==> src/rtl/wdw_pkg.sv <==
package wdw_pkg;

    typedef enum logic [2:0] {
        ST_LOAD,
        ST_CLOSED,
        ST_OPEN,
        ST_ARMED,
        ST_FIRE
    } wd_state_e;

    typedef struct packed {
        logic [3:0] rsv;
        logic [1:0] win;
        logic [1:0] per;
    } wd_cfg_t;

    localparam logic [7:0] CFG_BLANK = 8'hFF;
    localparam logic [3:0] RSV_ONES  = 4'hF;

endpackage

==> src/rtl/wdw_cfg.sv <==
module wdw_cfg
    import wdw_pkg::*;
#(
    parameter int              CNT_W = 14,
    parameter logic [CNT_W-1:0] PER0 = CNT_W'('h03FF),
    parameter logic [CNT_W-1:0] PER1 = CNT_W'('h0FFF),
    parameter logic [CNT_W-1:0] PER2 = CNT_W'('h1FFF),
    parameter logic [CNT_W-1:0] PER3 = CNT_W'('h3FFF)
) (
    input  logic             clk,
    input  logic             rst_n,
    input  logic [7:0]       cfg_raw,
    output wd_cfg_t          cfg_q,
    output logic [CNT_W-1:0] start,
    output logic [CNT_W-1:0] thr,
    output logic             full_win
);
    localparam int PW = CNT_W + 2;

    logic [PW-1:0] prod;

    // capture while reset is held; malformed bytes fall back to blank
    always_ff @(posedge clk) begin
        if (!rst_n) begin
            if (cfg_raw[7:4] == RSV_ONES) cfg_q <= wd_cfg_t'(cfg_raw);
            else                          cfg_q <= wd_cfg_t'(CFG_BLANK);
        end
    end

    always_comb begin
        unique case (cfg_q.per)
            2'd0:    start = PER0;
            2'd1:    start = PER1;
            2'd2:    start = PER2;
            default: start = PER3;
        endcase
    end

    assign prod     = {2'b00, start} * (PW'(cfg_q.win) + PW'(1));
    assign thr      = prod[PW-1:2];
    assign full_win = (cfg_q.win == 2'b11);

endmodule

==> src/rtl/wdw_counter.sv <==
module wdw_counter #(
    parameter int CNT_W = 14
) (
    input  logic             clk,
    input  logic             rst_n,
    input  logic             load,
    input  logic             dec,
    input  logic [CNT_W-1:0] start,
    input  logic [CNT_W-1:0] thr,
    output logic [CNT_W-1:0] cnt,
    output logic             is_zero,
    output logic             early,
    output logic             win_next
);
    always_ff @(posedge clk) begin
        if (!rst_n)    cnt <= '0;
        else if (load) cnt <= start;
        else if (dec)  cnt <= cnt - CNT_W'(1);
    end

    assign is_zero  = (cnt == '0);
    assign early    = (cnt > thr);
    assign win_next = ((cnt - CNT_W'(1)) <= thr);

endmodule

==> src/rtl/wdw_fsm.sv <==
module wdw_fsm
    import wdw_pkg::*;
(
    input  logic      clk,
    input  logic      rst_n,
    input  logic      tick_en,
    input  logic      refresh,
    input  logic      early,
    input  logic      is_zero,
    input  logic      win_next,
    input  logic      full_win,
    output logic      load,
    output logic      dec,
    output logic      fire,
    output wd_state_e st
);
    wd_state_e st_nx;
    wd_state_e home;

    assign home = full_win ? ST_OPEN : ST_CLOSED;

    always_ff @(posedge clk) begin
        if (!rst_n) st <= ST_LOAD;
        else        st <= st_nx;
    end

    always_comb begin
        st_nx = st;
        load  = 1'b0;
        dec   = 1'b0;
        unique case (st)
            ST_LOAD: begin
                load  = 1'b1;
                st_nx = home;
            end
            ST_FIRE: begin
                st_nx = home;
            end
            ST_CLOSED: begin
                if (refresh) begin
                    load  = 1'b1;
                    st_nx = ST_FIRE;
                end else if (tick_en) begin
                    dec = 1'b1;
                    if (win_next) st_nx = ST_OPEN;
                end
            end
            ST_OPEN: begin
                if (refresh && early) begin
                    load  = 1'b1;
                    st_nx = ST_FIRE;
                end else if (refresh && tick_en) begin
                    load  = 1'b1;
                    st_nx = home;
                end else if (refresh) begin
                    st_nx = ST_ARMED;
                end else if (tick_en) begin
                    if (is_zero) begin
                        load  = 1'b1;
                        st_nx = ST_FIRE;
                    end else begin
                        dec = 1'b1;
                    end
                end
            end
            ST_ARMED: begin
                if (tick_en) begin
                    load  = 1'b1;
                    st_nx = home;
                end
            end
            default: st_nx = ST_LOAD;
        endcase
    end

    always_comb fire = (st == ST_FIRE);

endmodule

==> src/rtl/winwd_top.sv <==
module winwd_top
    import wdw_pkg::*;
#(
    parameter int              CNT_W = 14,
    parameter logic [CNT_W-1:0] PER0 = CNT_W'('h03FF),
    parameter logic [CNT_W-1:0] PER1 = CNT_W'('h0FFF),
    parameter logic [CNT_W-1:0] PER2 = CNT_W'('h1FFF),
    parameter logic [CNT_W-1:0] PER3 = CNT_W'('h3FFF)
) (
    input  logic       clk,
    input  logic       rst_n,
    input  logic [7:0] cfg_in,
    input  logic       tick_en,
    input  logic       refresh,
    output logic       wdt_rst
);
    wd_cfg_t          cfg_q;
    logic [CNT_W-1:0] start;
    logic [CNT_W-1:0] thr;
    logic [CNT_W-1:0] cnt;
    logic             full_win;
    logic             load;
    logic             dec;
    logic             is_zero;
    logic             early;
    logic             win_next;
    wd_state_e        st;

    wdw_cfg #(
        .CNT_W(CNT_W), .PER0(PER0), .PER1(PER1), .PER2(PER2), .PER3(PER3)
    ) u_cfg (
        .clk(clk), .rst_n(rst_n), .cfg_raw(cfg_in),
        .cfg_q(cfg_q), .start(start), .thr(thr), .full_win(full_win)
    );

    wdw_counter #(.CNT_W(CNT_W)) u_cnt (
        .clk(clk), .rst_n(rst_n), .load(load), .dec(dec),
        .start(start), .thr(thr), .cnt(cnt),
        .is_zero(is_zero), .early(early), .win_next(win_next)
    );

    wdw_fsm u_fsm (
        .clk(clk), .rst_n(rst_n), .tick_en(tick_en), .refresh(refresh),
        .early(early), .is_zero(is_zero), .win_next(win_next),
        .full_win(full_win), .load(load), .dec(dec), .fire(wdt_rst), .st(st)
    );

endmodule

==> config.mk <==
export PLATFORM = sky130hd
export DESIGN_NAME = winwd_top
export DESIGN_NICKNAME = d
export VERILOG_FILES = /design/src/rtl/wdw_pkg.sv /design/src/rtl/wdw_cfg.sv /design/src/rtl/wdw_counter.sv /design/src/rtl/wdw_fsm.sv /design/src/rtl/winwd_top.sv
export SDC_FILE = /design/constraint.sdc
export NUM_CORES = 1
export LEC_CHECK = 0
export ABC_AREA = 1
export BUFFER_PORTS_ARGS = -buffer_cell sky130_fd_sc_hd__buf_2
export CORE_ASPECT_RATIO = 0.75
export CORE_UTILIZATION = 49
export CTS_CLUSTER_SIZE = 25
export DETAILED_ROUTE_END_ITERATION = 6
export PLACE_DENSITY_LB_ADDON = 0.2
export SYNTH_ARGS = -nofsm -noshare
export SYNTH_HDL_FRONTEND = slang
export SYNTH_SLANG_ARGS = --single-unit
export TNS_END_PERCENT = 1
==> constraint.sdc <==
create_clock -name clk -period 8.4 [get_ports clk]
set_input_delay 1.68 -clock clk [delete_from_list [all_inputs] [get_ports clk]]
set_output_delay 1.68 -clock clk [all_outputs]
set_load 0.01 [all_outputs]
### Word level (Yosys, flattened, before mapping)

Index checks and enable logic that the tools add are counted.

| cells by class | value |
|---|---|
| bitwise gates (word level) | 0 |
| div/mod/pow operators | 0 |
| add/sub/neg operators | 2 |
| multiply operators | 1 |
| reductions and logical operators | 8 |
| shift operators | 0 |
| multiplexer cells | 29 |
| magnitude comparators | 2 |
| equality and inequality tests | 13 |

Operators by type and width:

| kind | number |
|---|---|
| case mux 14 bit (3 select lines) | 1 |
| two-way mux 14 bit | 2 |
| two-way mux 3 bit | 9 |
| multiplier 14 x 16 -> 16 bit | 1 |
| greater-than comparator 14 bit | 1 |
| <= comparator 14 bit | 1 |
| logical NOT 14 bit | 1 |
| subtractor 14 x 1 -> 14 bit (second input constant) | 1 |
| two-way mux 1 bit | 13 |
| case mux 3 bit (4 select lines) | 1 |
| != test 5 x 3 -> 1 bit (second input constant) | 2 |
| equality test 3 x 2 -> 1 bit (second input constant) | 2 |
| != test 3 bit (second input constant) | 2 |
| AND reduction 5 bit | 1 |
| equality test 2 bit (second input constant) | 2 |
| equality test 4 bit (second input constant) | 1 |
| case mux 1 bit (4 select lines) | 1 |
| adder 2 x 1 -> 3 bit (second input constant) | 1 |
| equality test 3 x 1 -> 1 bit (second input constant) | 1 |
| equality test 3 bit (second input constant) | 1 |
| logical NOT 3 bit | 1 |
| equality test 2 x 1 -> 1 bit (second input constant) | 1 |
| logical AND 1 bit | 2 |
| logical NOT 2 bit | 1 |
| 5 further kinds | 5 |

| word-level totals | value |
|---|---|
| bits in read-only memories | 0 |
| memories | 0 |
| flip-flop bits (word level) | 21 |
| memory bits (writable) | 0 |
| input bits | 12 |
| latch bits | 0 |
| logic and storage cells | 59 |
| output and inout bits | 1 |

### Depth between registers and ports, before layout

| logic depth | value |
|---|---|
| depth in word-level cells | 9 |
| depth in mapped cells | 26 |
| gate-level depth less buffers | 26 |

### By module

A second synthesis with hierarchy kept.

| unflattened totals | value |
|---|---|
| cells, all modules | 456 |
| area, all modules | 3001.6 µm² |

Modules (own cells, without submodules):

| module | instances | area each (µm²) | cells each | sequential area each (µm²) |
|---|---|---|---|---|
| wdw_counter | 1 | 1635.3 | 258 | 280.3 |
| wdw_cfg | 1 | 1042.2 | 145 | 240.2 |
| wdw_fsm | 1 | 324.1 | 53 | 60.1 |

### Least setup slack after synthesis

No wires, ideal clock.

| path | value |
|---|---|
| kind | register -> register |
| start | reg u_cfg.cfg_q[2] (netlist name) |
| end | reg u_cnt.cnt[10] |
| setup time | 0.124 ns |
| cell stages (with the launch flop) | 27 |
| path buffers | 0 |
| path slack | 4.707 ns |
| arrival | 3.569 ns |
| period minus slack after synthesis | 3.693 ns |
| required time | 8.276 ns |
| cell sequence | edfxtp_1 -> inv_1 -> ha_1 -> o21ai_0 -> a21oi_1 -> ha_1 -> a31o_2 -> ha_1 -> nand2_2 -> inv_1 -> nand2_2 -> nand3_1 -> a21oi_1 -> xor2_1 -> ha_1 -> inv_1 -> o21bai_1 -> nor2_2 -> nand3_1 -> nand2_2 -> nand2_4 -> nand2_4 -> nand2_4 -> nand2_2 -> nand2_1 -> nor2_1 -> nor2_1 |

| on the way | value |
|---|---|
| cells in the longest elaborated chain, start to end | 7 |
| elaborated cells between the ends (all ways) | 10 |
| classes of those cells | add/sub: 1; mul: 1; order compare: 1; mux: 5; reduce/logical: 2 |

Ends and longest elaborated chain:

| element | line | source |
|---|---|---|
| adder 2 x 1 -> 3 bit * | wdw_cfg.sv:39 | `assign prod = {2'b00, start} * (PW'(cfg_q.win) + PW'(1));` |
| multiplier 14 x 16 -> 16 bit * | wdw_cfg.sv:39 |  |
| greater-than comparator 14 bit * | wdw_counter.sv:22 | `assign early = (cnt > thr);` |
| logical AND 1 bit * | wdw_fsm.sv:49 | `if (refresh && early) begin` |
| two-way mux 1 bit | wdw_fsm.sv:49 |  |
| case mux 1 bit (4 select lines) / case mux 1 bit (2 select lines) (equally long branches) | wdw_fsm.sv:31 | `unique case (st)` |
| two-way mux 14 bit / nonzero test 2 bit (equally long branches) | n/a |  |
| to (signal assigned) | wdw_counter.sv:17 | `else if (load) cnt <= start;` |
| to (signal assigned) | wdw_counter.sv:18 | `else if (dec) cnt <= cnt - CNT_W'(1);` |
| to (decl) | wdw_counter.sv:10 | `output logic [CNT_W-1:0] cnt,` |

Every way passes the cells marked *; elsewhere a longest branch is shown, timed or not.
A chain may end at the register's enable or synchronous reset.

### Final worst setup path

| path | value |
|---|---|
| start | reg u_cfg.cfg_q[2] (netlist name) |
| end | reg u_cnt.cnt[9] |

| on the way | value |
|---|---|
| cells in the longest elaborated chain, start to end | 7 |
| elaborated cells between the ends (all ways) | 10 |
| classes of those cells | add/sub: 1; mul: 1; order compare: 1; mux: 5; reduce/logical: 2 |

Ends and longest elaborated chain:

| element | line |
|---|---|
| adder 2 x 1 -> 3 bit * | wdw_cfg.sv:39 |
| multiplier 14 x 16 -> 16 bit * | wdw_cfg.sv:39 |
| greater-than comparator 14 bit * | wdw_counter.sv:22 |
| logical AND 1 bit * | wdw_fsm.sv:49 |
| two-way mux 1 bit | wdw_fsm.sv:49 |
| case mux 1 bit (4 select lines) / case mux 1 bit (2 select lines) (equally long branches) | wdw_fsm.sv:31 |
| two-way mux 14 bit / nonzero test 2 bit (equally long branches) | n/a |

Marked as above.

==> impl.org <==
** Run status
- Result of the run :: finished, final reports clean

** Final layout
- The library cells used most frequently in the layout, excluding fill and tap cells, are 71 x sky130_fd_sc_hd__nand2_1, 61 x sky130_fd_sc_hd__inv_1, 38 x sky130_fd_sc_hd__nor2_1, 37 x sky130_fd_sc_hd__ha_1, 23 x sky130_fd_sc_hd__o21ai_0.
- At the end of the flow, the number of nets in the layout was 436.
- The count of cells in the finished layout, fillers not included, comes to 442.
- Final core occ :: 54.6%
- The repair_antennas step left the layout with diodes totalling 0.
- The filler cells instantiated in the layout total 491.
- Growth of design area from synthesis to finish :: 6.28%
- Summing all flip-flop and latch instances after layout gives 460 sq um.
- The library cell used most frequently in the layout, excluding fill and tap cells, is sky130_fd_sc_hd__nand2_1.
- Fraction of layout cells with a size suffix above 1 :: 14.1%
- Combined area of the multi-input logic cells :: 1800 sq um

** Floorplan
- The floorplan step set the die width to 85.0 microns.
- 13 I/O pins were placed.
- For this configuration, the core starts out at a cell density of 51.3%.
- Core area :: 4930 sq um
- Die area :: 5460 sq um
- Row generation in the floorplan step produced 22 rows.
- Vertical die dimension :: 64.2 microns

** Clocking
- CTS Hold Bufs :: 0
- Buffers inserted by post-CTS timing repair :: 0
- TritonCTS built the clock tree.
- Post-cts repair resize count :: 0
- Max clock buf depth :: 2
- The clock net in this run drives a total of 21 sinks.
- The root buffer cell chosen for the clock tree is sky130_fd_sc_hd__clkbuf_8.
- At the later pin of the worst-skew pair, clock insertion delay measures 0.27 ns.
- Clock-pin slew was measured on the worst setup and hold paths at 0.09 ns.
- CTS built an H-tree with a depth of 1.
- Buffers inserted during clock tree synthesis total 3.

** Pwr
- In this run, the combinational gates consume 66.4% of the power.
- For this design the static power due to leakage is 1.40 nW.
- Power Dens Cells :: 276 nW/um^2
- Net switching is 52.8% of the power.
- The analysis attributes to net switching a power of 0.392 mW.
- The internal portion of the total power is 0.351 mW.
- Register share of total power :: 23.8%
- Of the total power, the clock network draws 9.8%.
- Maximum VDD drop :: 108 uV

** Critical path
- Worst EP arrival :: 4.47 ns
- In this run the critical register-to-register path is captured at u_cnt.cnt[9].
- STA classifies the critical path startpoint as a flip-flop.
- Worst flop-to-flop path startpoint :: u_cfg.cfg_q[2]
- Library cell appearing most often on the critical path :: sky130_fd_sc_hd__ha_1
- Critical Path Sink Type :: flip-flop
- Library cell contributing the largest single delay on the critical path :: sky130_fd_sc_hd__edfxtp_1
- CP Max Fanout :: 6
- Reg2Reg Setup Slack :: 4.11 ns
- Cell breakdown of the critical path :: inv_1 > ha_1 > o21ai_0 > a21oi_1 > ha_1 > a31o_2 > ha_1 > nand2_2 > nor2_2 > nand2_1 > nand3_1 > a21oi_1 > xor2_1 > ha_1 > inv_1 > o21bai_1 > nor2_2 > nand3_1 > nand2_2 > nand2_4 > a21boi_2 > o211ai_1 > nand2_1 > inv_1
- CP Class :: flip-flop to flip-flop
- In this design, the stage delay of the slowest critical-path cell is 0.46 ns.
- Critical path origin :: u_cfg.cfg_q[2]
- Critical Path End :: u_cnt.cnt[9]
- Counting cells, the worst reg-to-reg path comes to 24.
- Required time of the worst setup path :: 8.58 ns

** STA
- In the finished design, the share of the clock period the worst path needs comes to 51.1%.
- Worst slew margin relative to its limit :: 42.9%
- Worst clock skew on the final layout :: 0.00307 ns
- Setup repair after global routing missed its margin :: no
- Number of endpoints with negative hold slack in the final report :: 0
- Timing would allow up to 233 MHz.
- Final Slew Violations :: 0
- Setup violations remaining at the end of the flow were counted as 0.
- At the pin with the least slew margin, the transition time is 0.855 ns.
- Setup TNS :: 0 ns
- After layout, the minimum clock period comes to 4.29 ns.

** Yosys
- The Yosys step of the flow raised 0 warnings.
- Number of nets in the synthesized netlist :: 423
- In this run the cell area of the synthesized design comes to 2530 sq um.
- Fraction of synthesis flops using an asynchronous set or reset pin :: 0%
- Of the post-synthesis cell area, the dominant cell type holds 18.3%.
- Yosys top cell by area :: sky130_fd_sc_hd__ha_1
- Sequential cells were found to cover 18.2% of the synthesized design area.
- Avg Synthesized Cell Area :: 6.84 sq um
- The synthesized design contains 4 enable-type register cells.
- Sorting the synthesized cells by area gives the leading types as sky130_fd_sc_hd__ha_1 18%, sky130_fd_sc_hd__dfxtp_1 13%, sky130_fd_sc_hd__nand2_1 11%, sky130_fd_sc_hd__inv_1 9.1%, sky130_fd_sc_hd__nor2_1 5.6%.
- Number of register bits inferred by synthesis :: 21
- Synthesis instantiated 35 different standard cells from the library.
- Ys flop type :: sky130_fd_sc_hd__dfxtp_1
- Cell count after synthesis :: 370

** Drt
- In the routed layout, each cell is associated on average with a via count of 5.16.
- Vias post-DR :: 2280
- The final layout contains routed wiring with a total length of 5.64 mm.
- DR pass1 iterations :: 6
- Iteration-0 DRC Markers :: 201
- Post-route DRC violation count :: 0
- Wire length per cell :: 12.8 microns
- The count of nets left with antenna violations once routing finished came out at 0.

** Job
- Max Cap Violations :: 0

** Global route
- Global routing used 22.9% of the available tracks across all layers.
- Largest net degree at the start of global routing :: 23
- Vias in the first global route :: 2069
- The number of antenna violations at the first check in global routing was 0.
- The first global-routing pass estimated 9.74 mm of wire.
- For this run the aggregate overflow at the end of global routing stands at 0.

** Placement
- During placement, the flow inserted port buffers numbering 12.
- Once detailed placement completed, the half-perimeter wirelength came to 4.64 mm.
- Weighted congestion reported at the end of routability-driven placement :: 0.916
- After detailed placement, the design holds a cell count of 438.

** Min path
- Worst Hold Class :: flip-flop to flip-flop
-- power groups by stage --
stage | Combinational (mW) | Sequential, mW | Clock (mW)
floorplan | 0.392 | 0.166 | 0
finish | 0.494 | 0.177 | 0.0728
global placement | 0.485 | 0.178 | 0
global route | 0.572 | 0.181 | 0.0808
CTS | 0.493 | 0.176 | 0.0764
detailed placement | 0.491 | 0.178 | 0
-- area by class of cell --
type | instances | area share (%)
Tap cell | 60 | 2.79
Clock inverter | 1 | 0.186
Timing Repair Buffer | 12 | 2.23
Clock buffer | 3 | 1.54
Inverter | 67 | 9.35
Sequential cell | 21 | 17.1
Multi-Input combinational cell | 278 | 66.8
-- critical path, delay by kind of cell (launching register included) --
family	cells	cell delay, ns
AO/OA/AOI/OAI	7	1.22
XOR/XNOR	1	0.25
adder cells (fa/ha/maj)	4	1.24
buffers and inverters	3	0.25
flip-flops	1	0.46
AND/OR/NAND/NOR	9	0.80
-- synthesized netlist by cell type (3+ instances only) --
cell	n
sky130_fd_sc_hd__a21oi_1	22
sky130_fd_sc_hd__dfxtp_1	17
sky130_fd_sc_hd__edfxtp_1	4
sky130_fd_sc_hd__fa_1	4
sky130_fd_sc_hd__ha_1	37
sky130_fd_sc_hd__inv_1	61
sky130_fd_sc_hd__inv_2	6
sky130_fd_sc_hd__nand2_1	71
sky130_fd_sc_hd__nand2_2	11
sky130_fd_sc_hd__nand2_4	3
sky130_fd_sc_hd__nand3_1	13
sky130_fd_sc_hd__nand4_1	3
sky130_fd_sc_hd__nor2_1	38
sky130_fd_sc_hd__nor2_2	5
sky130_fd_sc_hd__nor3_1	5
sky130_fd_sc_hd__nor3_2	3
sky130_fd_sc_hd__o21ai_0	23
sky130_fd_sc_hd__o21ai_1	5
sky130_fd_sc_hd__xor2_1	16
-- logic make-up (layout without fill, tap and decap cells) --
logic type | after synthesis | count (layout) | share of synthesized area, %
simple gates | 158 | 158 | 29.7
buf+inv | 71 | 83 | 10.8
compound gates | 61 | 61 | 13.6
fa+ha+maj | 41 | 41 | 21.5
flops | 21 | 21 | 18.2
xor+xnor | 18 | 18 | 6.23
-- through the flow --
stage / setup WS, ns / power (mW) / instance area (sq um) / hold WS [ns]
5_1_grt: 3.73 / 0.834 / 2690 / 0.549
4_1_cts: 4.08 / 0.745 / 2690 / 0.512
3_5_place_dp: 4.12 / 0.668 / 2640 / 0.498
2_1_floorplan: 4.71 / 0.559 / 2530 / 0.472
6_report: 4.11 / 0.743 / 2690 / 0.508
3_3_place_gp: 4.18 / 0.663 / 2640 / 0.499
-- how the worst min path moves through the flow --
stage / start / endpoint / depth (start not counted)
2_1_floorplan: u_fsm.st[1] / u_fsm.st[1] / 2
3_5_place_dp: u_fsm.st[0] / u_fsm.st[0] / 2
4_1_cts: u_fsm.st[0] / u_fsm.st[0] / 2
3_3_place_gp: u_fsm.st[0] / u_fsm.st[0] / 2
6_report: u_fsm.st[0] / u_fsm.st[0] / 2
5_1_grt: u_fsm.st[0] / u_fsm.st[0] / 2
-- routing by layer --
layer,vias to the layer above,share of wire [%],GRT usage (%)
met5,-,0,0
met3,2,5.9,4.91
met4,0,0.48,3.60
met1,1033,56,36.1
met2,40,37,31.7
li1,1205,-,-
-- flip-flops by register name, indices dropped and copies added (netlist names) --
| signal | count |
|---|---|
| u_cfg.cfg_q | 4 |
| u_cnt.cnt | 14 |
| u_fsm.st | 3 |
(Power assumes the default switching activity.)
